## src/rtl/inval_fence_unit.sv

```systemverilog
module inval_fence_unit #(
  parameter int AW       = 12,
  parameter int SET_BITS = 3,
  parameter int DEPTH    = 4,
  parameter int CNT_W    = 4
) (
  input  logic          clk,
  input  logic          rst_n,
  input  logic          fill_valid,
  input  logic [AW-1:0] fill_addr,
  input  logic [AW-1:0] probe_addr,
  output logic          probe_hit,
  input  logic          inv_valid,
  input  logic [AW-1:0] inv_addr,
  output logic          inv_ready,
  output logic          inv_ack,
  input  logic          tag_busy,
  input  logic          wr_issue,
  input  logic          wr_done,
  input  logic          rd_issue,
  input  logic          rd_done,
  input  logic          fence_req,
  input  logic [1:0]    fence_kind,
  output logic          fence_busy,
  output logic          fence_done
);
  localparam int SETS  = 1 << SET_BITS;
  localparam int TAG_W = AW - SET_BITS;
  localparam int PW    = (DEPTH > 1) ? $clog2(DEPTH) : 1;
  localparam int QW    = $clog2(DEPTH + 1);

  // tag array
  logic [TAG_W-1:0] tag_q [SETS];
  logic [SETS-1:0]  vld_q;

  // invalidation FIFO
  logic [AW-1:0] q_mem [DEPTH];
  logic [PW-1:0] wp_q, rp_q;
  logic [QW-1:0] q_cnt;
  logic          push, pop;

  // outstanding access counters
  logic [CNT_W-1:0] wr_cnt, rd_cnt;

  // fence state
  logic          busy_q, done_q;
  logic [1:0]    kind_q;
  logic [QW-1:0] rem_q;
  logic          accept, cond_ok;

  wire [AW-1:0]       head   = q_mem[rp_q];
  wire [SET_BITS-1:0] h_idx  = head[SET_BITS-1:0];
  wire [TAG_W-1:0]    h_tag  = head[AW-1:SET_BITS];
  wire [SET_BITS-1:0] f_idx  = fill_addr[SET_BITS-1:0];
  wire [SET_BITS-1:0] p_idx  = probe_addr[SET_BITS-1:0];

  assign probe_hit = vld_q[p_idx] && (tag_q[p_idx] == probe_addr[AW-1:SET_BITS]);
  assign inv_ready = (q_cnt != QW'(DEPTH));
  assign inv_ack   = inv_valid && inv_ready;
  assign push      = inv_ack;
  assign pop       = (q_cnt != '0) && !tag_busy;

  assign fence_busy = busy_q;
  assign fence_done = done_q;
  assign accept     = fence_req && !busy_q && (fence_kind != 2'b00);
  assign cond_ok    = (!kind_q[0] || rem_q == '0) &&
                      (!kind_q[1] || (wr_cnt == '0 && rd_cnt == '0));

  function automatic logic [PW-1:0] nxt(input logic [PW-1:0] p);
    return (p == PW'(DEPTH - 1)) ? '0 : p + PW'(1);
  endfunction

  always_ff @(posedge clk) begin
    if (fill_valid) tag_q[f_idx] <= fill_addr[AW-1:SET_BITS];
  end

  always_ff @(posedge clk) begin
    if (!rst_n) vld_q <= '0;
    else begin
      if (pop && vld_q[h_idx] && tag_q[h_idx] == h_tag) vld_q[h_idx] <= 1'b0;
      if (fill_valid) vld_q[f_idx] <= 1'b1;
    end
  end

  always_ff @(posedge clk) begin
    if (push) q_mem[wp_q] <= inv_addr;
  end

  always_ff @(posedge clk) begin
    if (!rst_n) begin
      wp_q  <= '0;
      rp_q  <= '0;
      q_cnt <= '0;
    end else begin
      if (push) wp_q <= nxt(wp_q);
      if (pop)  rp_q <= nxt(rp_q);
      q_cnt <= q_cnt + QW'(push) - QW'(pop);
    end
  end

  always_ff @(posedge clk) begin
    if (!rst_n) begin
      wr_cnt <= '0;
      rd_cnt <= '0;
    end else begin
      wr_cnt <= wr_cnt + CNT_W'(wr_issue) - CNT_W'(wr_done);
      rd_cnt <= rd_cnt + CNT_W'(rd_issue) - CNT_W'(rd_done);
    end
  end

  always_ff @(posedge clk) begin
    if (!rst_n) begin
      busy_q <= 1'b0;
      done_q <= 1'b0;
      kind_q <= 2'b00;
      rem_q  <= '0;
    end else begin
      done_q <= 1'b0;
      if (accept) begin
        busy_q <= 1'b1;
        kind_q <= fence_kind;
        rem_q  <= q_cnt - QW'(pop);
      end else if (busy_q) begin
        if (pop && rem_q != '0) rem_q <= rem_q - QW'(1);
        if (cond_ok) begin
          busy_q <= 1'b0;
          done_q <= 1'b1;
        end
      end
    end
  end


  no_overflow_chk: assert property (@(posedge clk) disable iff (!rst_n)
    q_cnt <= QW'(DEPTH));


  ack_stored_chk: assert property (@(posedge clk) disable iff (!rst_n)
    inv_ack |=> (q_cnt != '0));


  acq_drained_chk: assert property (@(posedge clk) disable iff (!rst_n)
    (fence_done && kind_q[0]) |-> $past(rem_q == '0));


  rel_acked_chk: assert property (@(posedge clk) disable iff (!rst_n)
    (fence_done && kind_q[1]) |-> $past(wr_cnt == '0 && rd_cnt == '0));


  done_pulse_chk: assert property (@(posedge clk) disable iff (!rst_n)
    fence_done |=> !fence_done);


  busy_drop_chk: assert property (@(posedge clk) disable iff (!rst_n)
    $fell(fence_busy) |-> fence_done);


  no_underflow_chk: assert property (@(posedge clk) disable iff (!rst_n)
    (wr_done |-> wr_cnt != '0) and (rd_done |-> rd_cnt != '0));
endmodule

```

## config.mk

```make
export PLATFORM = sky130hd
export DESIGN_NAME = inval_fence_unit
export DESIGN_NICKNAME = d
export VERILOG_FILES = /design/src/rtl/inval_fence_unit.sv
export SDC_FILE = /design/constraint.sdc
export NUM_CORES = 1
export LEC_CHECK = 0
export CORE_MARGIN = 3
export CORE_UTILIZATION = 55
export CTS_BUF_LIST = sky130_fd_sc_hd__clkbuf_16
export DETAILED_ROUTE_END_ITERATION = 10
export GPL_TIMING_DRIVEN = 0
export PLACE_DENSITY_LB_ADDON = 0.3
export SLEW_MARGIN = 40
export SYNTH_ARGS = -nofsm -noshare
export SYNTH_HDL_FRONTEND = slang
export SYNTH_SLANG_ARGS = --single-unit
```

## constraint.sdc

```tcl
create_clock -name clk -period 3.43 [get_ports clk]
set_input_delay 0.5145 -clock clk [delete_from_list [all_inputs] [get_ports clk]]
set_output_delay 0.5145 -clock clk [all_outputs]
set_load 0.005 [all_outputs]
```

## After elaboration in Yosys (flattened, before gate mapping)

Memories as Yosys holds them, arrays and structs flattened. A register that Yosys moved wholly into a read port is not among the register bits.
Cells that the tools add are included.

| cells by class | value |
|---|---|
| $add $sub $neg | 10 |
| $lt $le $gt $ge | 5 |
| eq/ne operators | 5 |
| mux-type cells | 26 |
| bitwise logic cells | 5 |
| reductions and logical operators | 28 |

Operators by type and width:

| kind | number |
|---|---|
| $mux 8 | 3 |
| $eq 9x9->1 | 2 |
| $logic_and 1x1->1 | 12 |
| $lt 3x4->1 const B | 3 |
| $mux 1 | 12 |
| $mux 3 | 3 |
| $add 4x1->4 | 2 |
| $and 8x8->8 | 1 |
| $logic_not 4->1 | 2 |
| $mux 2 | 4 |
| $not 8->8 | 1 |
| $or 8x8->8 | 1 |
| $sub 4x1->4 | 2 |
| $bmux 1 s3 | 2 |
| $demux 1 s3 | 2 |
| $ge 3x1->1 const B | 2 |
| $reduce_bool 2->1 | 3 |
| $reduce_bool 3->1 | 2 |
| $sub 3x1->3 | 2 |
| $add 2x1->2 const B | 2 |
| $eq 2x2->1 const B | 2 |
| $logic_not 1->1 | 4 |
| $add 3x1->3 | 1 |
| $logic_not 3->1 | 1 |
| 6 further kinds | 8 |

| word-level totals | value |
|---|---|
| register bits after elaboration | 30 |
| RAM bits | 120 |
| bits of input ports | 48 |
| output and inout bits | 5 |
| memories kept | 2 |

Memories:

| name | depth | width | rd ports | clocked after Yosys merged registers in | write ports | line | source |
|---|---|---|---|---|---|---|---|
| tag_q | 8 | 9 | 2 | 0 | 1 | 33 | `logic [TAG_W-1:0] tag_q [SETS];` |
| q_mem | 4 | 12 | 1 | 1 | 1 | 37 | `logic [AW-1:0] q_mem [DEPTH];` |

## Longest topological paths before layout

Gate-level depths: netlist of run 1.

| depth | value |
|---|---|
| depth in word-level cells | 10 |
| depth in mapped cells | 10 |
| depth with buffers taken out | 10 |

## Worst setup path before layout of run 1

Ideal clock, no wire load.

| path | value |
|---|---|
| path kind | in2out |
| start point | input probe_addr[0] |
| end point | output probe_hit |
| arrival | 2.206 ns |
| data required time | 2.915 ns |
| path slack | 0.709 ns |
| stages | 6 |
| path through | clkbuf_1 > mux4_2 > mux2i_1 > xor2_1 > nand4_1 > nor3_1 |

| on the way | value |
|---|---|
| word-level cells in the longest chain between the ends | 3 |

Ends and longest elaborated chain:

| item | line | source |
|---|---|---|
| from (decl) | 11 | `input logic [AW-1:0] probe_addr,` |
| $mem_v2 8x9 or $bmux 1 s3 (tied branches) | n/a |  |
| $eq 9x9->1 or $mux 1 (tied branches) | 57 | `assign probe_hit = vld_q[p_idx] && (tag_q[p_idx] == probe_addr[AW-1:SET_BITS]);` |
| $logic_and 1x1->1 * | 57 |  |
| to (decl) | 12 | `output logic probe_hit,` |

Mark *: on every way between the ends. The rest lies on a longest branch, timed or not. The select of a mux whose other input is x is not followed.

==> results of run 1 <==
==> repair_timing <==
action / CTS / global route
hold buffers: 0 / 0
gates resized for setup: 0 / 4
endpoints found under the setup margin: 0 / 1
==> critical path, stage by stage (launching register included) <==
cell	delay, ns
dfxtp_1	0.33
buf_6	0.14
mux4_2	0.49
buf_2	0.20
buf_2	0.20
nor2_2	0.41
a22oi_1	0.17
a21oi_1	0.29
o21bai_1	0.11
nor4_1	0.57
a31oi_1	0.19
==> worst max-delay path by stage <==
stage	cells past startpoint	end	slack (ns)	start
6_report	10	vld_q[4]	0.16	flip-flop
5_1_grt	10	vld_q[0]	0.07	flip-flop
3_5_place_dp	7	probe_hit	0.11	probe_addr[1]
4_1_cts	7	probe_hit	0.11	probe_addr[1]
3_3_place_gp	7	probe_hit	-0.25	probe_addr[0]
2_1_floorplan	6	probe_hit	0.71	probe_addr[0]
==> cells by family after synthesis <==
kind of cell,Yosys count,synth area share
flops,152,0.583
compound gates,66,0.0629
xor+xnor,23,0.0277
fa+ha+maj,24,0.0443
mux,82,0.174
buf+inv,51,0.0330
simple gates,100,0.0748
==> placed cells by master (no fill, tap or decap), types with 3 or more instances in the layout <==
cell type,synthesis,final
edfxtp_1,120,120
clkdlybuf4s50_1,0,48
mux4_2,33,33
dfxtp_1,32,32
inv_1,30,30
mux2i_1,30,30
ha_1,21,21
nand2_1,19,19
clkbuf_16,0,17
xor2_1,16,16
mux2_2,16,16
nor2b_1,13,13
nor2_1,18,12
o21ai_0,12,12
and2_1,10,10
a31oi_1,8,8
a21oi_1,8,8
nand2b_1,7,7
nor2_2,1,7
xnor2_1,7,7
and3_1,6,6
nand4_1,6,6
buf_2,5,6
buf_6,5,5
o22ai_1,5,5
clkinv_4,0,5
clkbuf_1,7,4
or2_2,4,4
inv_6,0,4
nor3_1,5,3
clkbuf_2,1,3
buf_4,1,3
mux2_4,3,3
a22oi_1,3,3
fa_1,3,3
clkinv_2,0,3
==> registers in the layout, indices dropped and copies added, names as in the netlist, named ones only <==
name	count
q_cnt	3
q_mem	48
rd_cnt	4
kind_q	2
tag_q	72
wp_q	2
wr_cnt	4
fence_done	1
fence_busy	1
rem_q	3
vld_q	8
rp_q	2
==> synth_stat cells (3+ instances only) <==
| library cell | n | area [µm²] |
|---|---|---|
| buf_2 | 5 | 25.0 |
| xor2_1 | 16 | 140 |
| dfxtp_1 | 32 | 641 |
| mux2_2 | 16 | 180 |
| a31oi_1 | 8 | 50.1 |
| nor2_1 | 18 | 67.6 |
| fa_1 | 3 | 60.1 |
| nor4_1 | 3 | 18.8 |
| o22ai_1 | 5 | 31.3 |
| or2_2 | 4 | 25.0 |
| clkbuf_1 | 7 | 26.3 |
| a21oi_1 | 8 | 40.0 |
| inv_1 | 30 | 113 |
| nor3_1 | 5 | 25.0 |
| and3_1 | 6 | 37.5 |
| nand2_1 | 19 | 71.3 |
| nor2b_1 | 13 | 81.3 |
| a22oi_1 | 3 | 22.5 |
| mux2_4 | 3 | 45.0 |
| nand4_1 | 6 | 37.5 |
| and2_1 | 10 | 62.6 |
| o21ai_0 | 12 | 60.1 |
| buf_6 | 5 | 56.3 |
| ha_1 | 21 | 263 |
| nand2b_1 | 7 | 43.8 |
| mux2i_1 | 30 | 300 |
| mux4_2 | 33 | 743 |
| edfxtp_1 | 120 | 3600 |
| xnor2_1 | 7 | 61.3 |
==> routing by layer <==
layer	track usage	wire, µm	vias to the layer above
li1	-	-	2051
met1	0.286	6610	2169
met3	0.0583	1110	42
met5	0	0	-
met4	0.109	480	0
met2	0.362	7610	192
==> power breakdown <==
part,internal (W),switching (W),total (W)
registers,0.00215,0.0000781,0.00223
clock network,0.000937,0.000775,0.00171
logic,0.000749,0.000888,0.00164
==> stage by stage <==
step,std cells,hold WS (ns)
6_report,753,0.472
4_1_cts,753,0.476
3_3_place_gp,718,0.453
5_1_grt,753,0.505
2_1_floorplan,498,0.443
3_5_place_dp,721,0.467
==> cell type report <==
class                   count  area [µm²]
clock inverters            15         120
well taps                 172         215
repair buffers             51         500
inverters                  30         113
flip-flops and latches    152        4240
fillers                   870        4190
clock buffers              17         425
plain buffers              21         134
multi-input cells         295        2830
==> summary.txt, run 1 <==
Clocking
  – H-tree Lvls: 4
  – Clock root buffer: clkbuf_16
  – CTS tree: built
  – Post-CTS setup buffers: 0
  – CTS clk-pin slew, worst paths: 0.06 ns
  – CTS Sinks: roughly 150
  – Insertion delay to the later sink of the worst-skew pair: around 0.43 ns
  – Clock Tree Buf Depth: 2
  – Num CTS Buffers: 17

Global route
  – Remaining Overflow, GRT: 0
  – Total GRT Usage: 0.225
  – First-pass GRT wire length: 24.4 mm
  – Initial antenna violation count: 0
  – Largest net degree at the start of global routing: 17
  – Vias in the first global route: between 4k and 5k

Logic synthesis
  – Post-synth top flop: edfxtp_1
  – Synth Instances: roughly 500
  – Net count after synthesis: 570
  – Sequential cell area fraction in the yosys report: 0.583
  – Synth Warn #: 0
  – Post-synth ARST share: 0
  – Synth Cell Area: approximately 7300 µm²
  – Flop and latch count out of synthesis: between 150 and 200
  – Syn_area_per_cell: ~15 µm²
  – Post-synth cell types: between 50 and 60
  – Number of synthesized flops with an enable pin: 120

STA
  – Final TNS setup: 0 ns
  – Crit share post-route: 0.952
  – Max Freq: a little over 0.3 GHz
  – Final hold violation count: 0
  – Final-report setup violation count: 0
  – RSZ-0062 raised after global routing: no
  – Tightest Pin Transition: roughly 0.84 ns
  – Worst Setup Slack, final: approximately 0.16 ns
  – Slew headroom: 0.440
  – Worst clock skew: roughly 0.0069 ns
  – Max-slew violations: 0
  – Final min period: 3.27 ns

Die
  – Die W: about 120 µm
  – Die area: 14700 µm²
  – Core area: between 10000 and 15000 µm²
  – Rows: 41
  – Initial core utilization: 0.570
  – Die Y: ~120 µm
  – I/O pin total: 53

Setup path
  – CP Data Arrival Time: around 3.5 ns
  – WP data required: 3.70 ns
  – Worst setup EP type: flip-flop
  – Reg2reg end: vld_q[4]
  – Crit path launch type: flip-flop
  – R2R Setup Slk: between 0.15 and 0.2 ns
  – Worst r2r path cells: 10
  – CP Class: flip-flop to flip-flop
  – CP Max Fanout: 10

Layout
  – Ant diodes: 0
  – Layout cells sized above 1: 0.208
  – Final Util: 0.672
  – Area growth, synth to finish: 17.9%
  – Nets: 640
  – Cell area after layout: ~8600 µm²

Route
  – Post-DRT Antenna Nets: 0
  – First drt pass iteration count: 5
  – Drt first-iter violations: 499
  – Via count: approximately 4.5k
  – DRT Wirelength: ~16 mm
  – Post-route DRC: 0
  – Avg Vias per Cell: ~5.9
  – Avg WL per Cell: approximately 21 µm

Placed design
  – HPWL Detailed: 11.1 mm
  – Place WS: around 0.11 ns
  – Dpl cell area: 8020 µm²
  – GPL Wtd Cong: slightly below 0.9
  – Number of port buffers: 48

Power and ir drop
  – Pwr/cell area: ~650 nW/µm²
  – Leakage: 3.05 nW
  – Peak VDD IR: 0.379 mV
  – Overall power: 0.00558 W

Outcome
  – Status: complete, no violations

Hold path
  – Hold wc startpoint: kind_q[1]
  – Worst Hold Endpoint: kind_q[1]
  – Cell count of the worst hold path: 2
  – HP Class: flip-flop to flip-flop

Job
  – Max-cap check violation count: 0
(Power assumes the default switching activity.)
==> run 2: changes to the inputs <==
CAP_MARGIN = 30   (was default)
MAX_ROUTING_LAYER = met4   (was default)
==> run 2 against run 1 <==
Clock skew barely moved. Cell area did not move. Critical path depth did not move. Via count rose by 0.38%. Non-clock buffer count did not move. First-iteration DRC count fell by 5.4%. Clock-buffer cell count did not move. Cell count did not move. Sequential power barely moved. Global-route usage rose by 0.65 points. Sequential share of layout area did not move. Critical endpoint is now vld_q[0]. Largest cell class unchanged.
==> summary.txt, run 2 (synthesized netlist as in run 1, its figures left out) <==
Die
  – Die W: 121 µm (unchanged)
  – Initial core utilization: 0.570 (unchanged)
  – I/O pin total: 53 (unchanged)
  – Die area: 14700 µm² (unchanged)
  – Die Y: 121 µm (unchanged)
  – Core area: 12800 µm² (unchanged)
  – Rows: 41 (unchanged)

Setup path
  – CP Class: flip-flop to flip-flop
  – CP Data Arrival Time: 3.53 ns (about the same)
  – R2R Setup Slk: 0.17 ns (about the same)
  – WP data required: 3.70 ns (about the same)
  – Worst r2r path cells: 10 (unchanged)
  – Crit path launch type: flip-flop
  – Worst setup EP type: flip-flop
  – CP Max Fanout: 10 (unchanged)
  – Reg2reg end: vld_q[0]

Power and ir drop
  – Int Pwr: 0.00384 W (about the same)
  – Pwr/cell area: 649 nW/µm² (-0.12%)
  – Share of total power in the clock network: 0.306 (about the same)
  – Peak VDD IR: 0.376 mV (-0.67%)
  – P_sw: 0.00173 W (-0.40%)
  – Sw frac: 0.311 (-0.000884)
  – Comb pwr share: 0.293 (about the same)
  – Leakage: 3.05 nW (unchanged)
  – Sequential fraction of design power: 0.400 (about the same)

Route
  – Avg Vias per Cell: 5.94 (+0.38%)
  – Post-route DRC: 0 (unchanged)
  – Drt first-iter violations: 472 (-5.4%)
  – Post-DRT Antenna Nets: 0 (unchanged)
  – DRT Wirelength: 15.9 mm (+0.28%)
  – Avg WL per Cell: 21.1 µm (+0.28%)
  – Via count: 4471 (+0.38%)
  – First drt pass iteration count: 5 (unchanged)

STA
  – Slew headroom: 0.431 (-0.00851)
  – Worst clock skew: 0.00640 ns (-0.000465 ns)
  – Crit share post-route: 0.950 (-0.00197)
  – Max-slew violations: 0 (unchanged)
  – Final-report setup violation count: 0 (unchanged)
  – RSZ-0062 raised after global routing: no
  – Tightest Pin Transition: 0.853 ns (+0.0137 ns)
  – Final hold violation count: 0 (unchanged)
  – Max Freq: 0.307 GHz (+0.21%)
  – Final min period: 3.26 ns (-0.00675 ns)

Hold path
  – Hold wc startpoint: kind_q[1]
  – Cell count of the worst hold path: 2 (unchanged)
  – HP Class: flip-flop to flip-flop
  – Worst Hold Endpoint: kind_q[1]

Outcome
  – Status: complete, no violations

Layout
  – Largest registers: tag_q (72), q_mem (48), vld_q (8)
  – Final Util: 0.672 (unchanged)
  – Top reg by flops: tag_q
  – Area growth, synth to finish: 17.9% (unchanged)
  – Nets: 640 (unchanged)
  – Flip-flop count of the largest register after layout: 72 (unchanged)
  – Layout cells sized above 1: 0.208 (unchanged)
  – Cell area after layout: 8580 µm² (unchanged)
  – Ant diodes: 0 (unchanged)
  – Commonest non-fill, non-tap cells in the layout: edfxtp_1, clkdlybuf4s50_1, mux4_2, dfxtp_1
  – Most common cell after layout, fill and taps aside: edfxtp_1

Clocking
  – Clock Tree Buf Depth: 2 (unchanged)
  – H-tree Lvls: 4 (unchanged)
  – Insertion delay to the later sink of the worst-skew pair: 0.43 ns (about the same)
  – Post-CTS Resized: 0 (unchanged)
  – Post-CTS setup buffers: 0 (unchanged)
  – Clock root buffer: clkbuf_16
  – CTS tree: built
  – CTS Sinks: 152 (unchanged)
  – CTS clk-pin slew, worst paths: 0.06 ns (about the same)
  – Num CTS Buffers: 17 (unchanged)
  – Cts hold-fix bufs: 0 (unchanged)

Placed design
  – Dpl cell area: 8020 µm² (unchanged)
  – HPWL Detailed: 11.1 mm (unchanged)
  – GPL Wtd Cong: 0.897 (+1.7%)
  – Number of port buffers: 48 (unchanged)

Global route
  – Vias in the first global route: 4640 (-0.043%)
  – Remaining Overflow, GRT: 0 (unchanged)
  – First-pass GRT wire length: 24.4 mm (about the same)
  – Total GRT Usage: 0.232 (+0.00652)
  – Largest net degree at the start of global routing: 17 (unchanged)
  – Initial antenna violation count: 0 (unchanged)

Job
  – Max-cap check violation count: 0 (unchanged)
[run 2: cell counts in the layout (fill, tap and decap cells not counted)]
No cell type changed its count.
[run 2: metrics by stage]
step	instances	setup WS (ns)	power (W)	TNS (ns)	hold WS, ns
3_3_place_gp	718	-0.252	0.00382	-0.252	0.453
3_5_place_dp	721	0.115	0.00389	0	0.467
2_1_floorplan	498	0.709	0.00344	0	0.443
5_1_grt	753	0.0665	0.00585	0	0.505
6_report	753	0.170	0.00557	0	0.478
4_1_cts	753	0.115	0.00559	0	0.476
[run 2: worst max-delay path by stage]
stage / end / slack (ns) / cells after the start
3_3_place_gp: probe_hit / -0.25 / 7
2_1_floorplan: probe_hit / 0.71 / 6
5_1_grt: vld_q[0] / 0.07 / 10
6_report: vld_q[0] / 0.17 / 10
3_5_place_dp: probe_hit / 0.11 / 7
4_1_cts: probe_hit / 0.11 / 7
[run 2: per-layer routing]
metal,global-route usage,part of all wire
met1,0.287,0.41
met2,0.362,0.49
met3,0.0583,0.072
met4,0.109,0.027
met5,-,0
[run 2: critical path, stage by stage (launching register included)]
cell,delay [ns]
dfxtp_1,0.33
buf_6,0.14
mux4_2,0.49
buf_2,0.20
buf_2,0.20
nor2_2,0.37
a22oi_1,0.17
a21oi_1,0.26
o21bai_1,0.11
nor4_1,0.62
a41oi_1,0.20
[run 2: power by group through the flow]
stage	clock [W]	sequential (W)	combinational (W)
finish	0.00171	0.00223	0.00163
global route	0.00181	0.00225	0.00180
CTS	0.00173	0.00223	0.00163
detailed placement	0	0.00227	0.00162
global placement	0	0.00226	0.00156
floorplan	0	0.00225	0.00119
[run 2: area by class of cell]
cell class                      count  area (µm²)
Clock inverter                     15         120
Inverter                           30         113
Timing Repair Buffer               51         500
Clock buffer                       17         425
Buffer                             21         134
Multi-Input combinational cell    295        2830
Sequential cell                   152        4240
Fill cell                         870        4190
Tap cell                          172         215
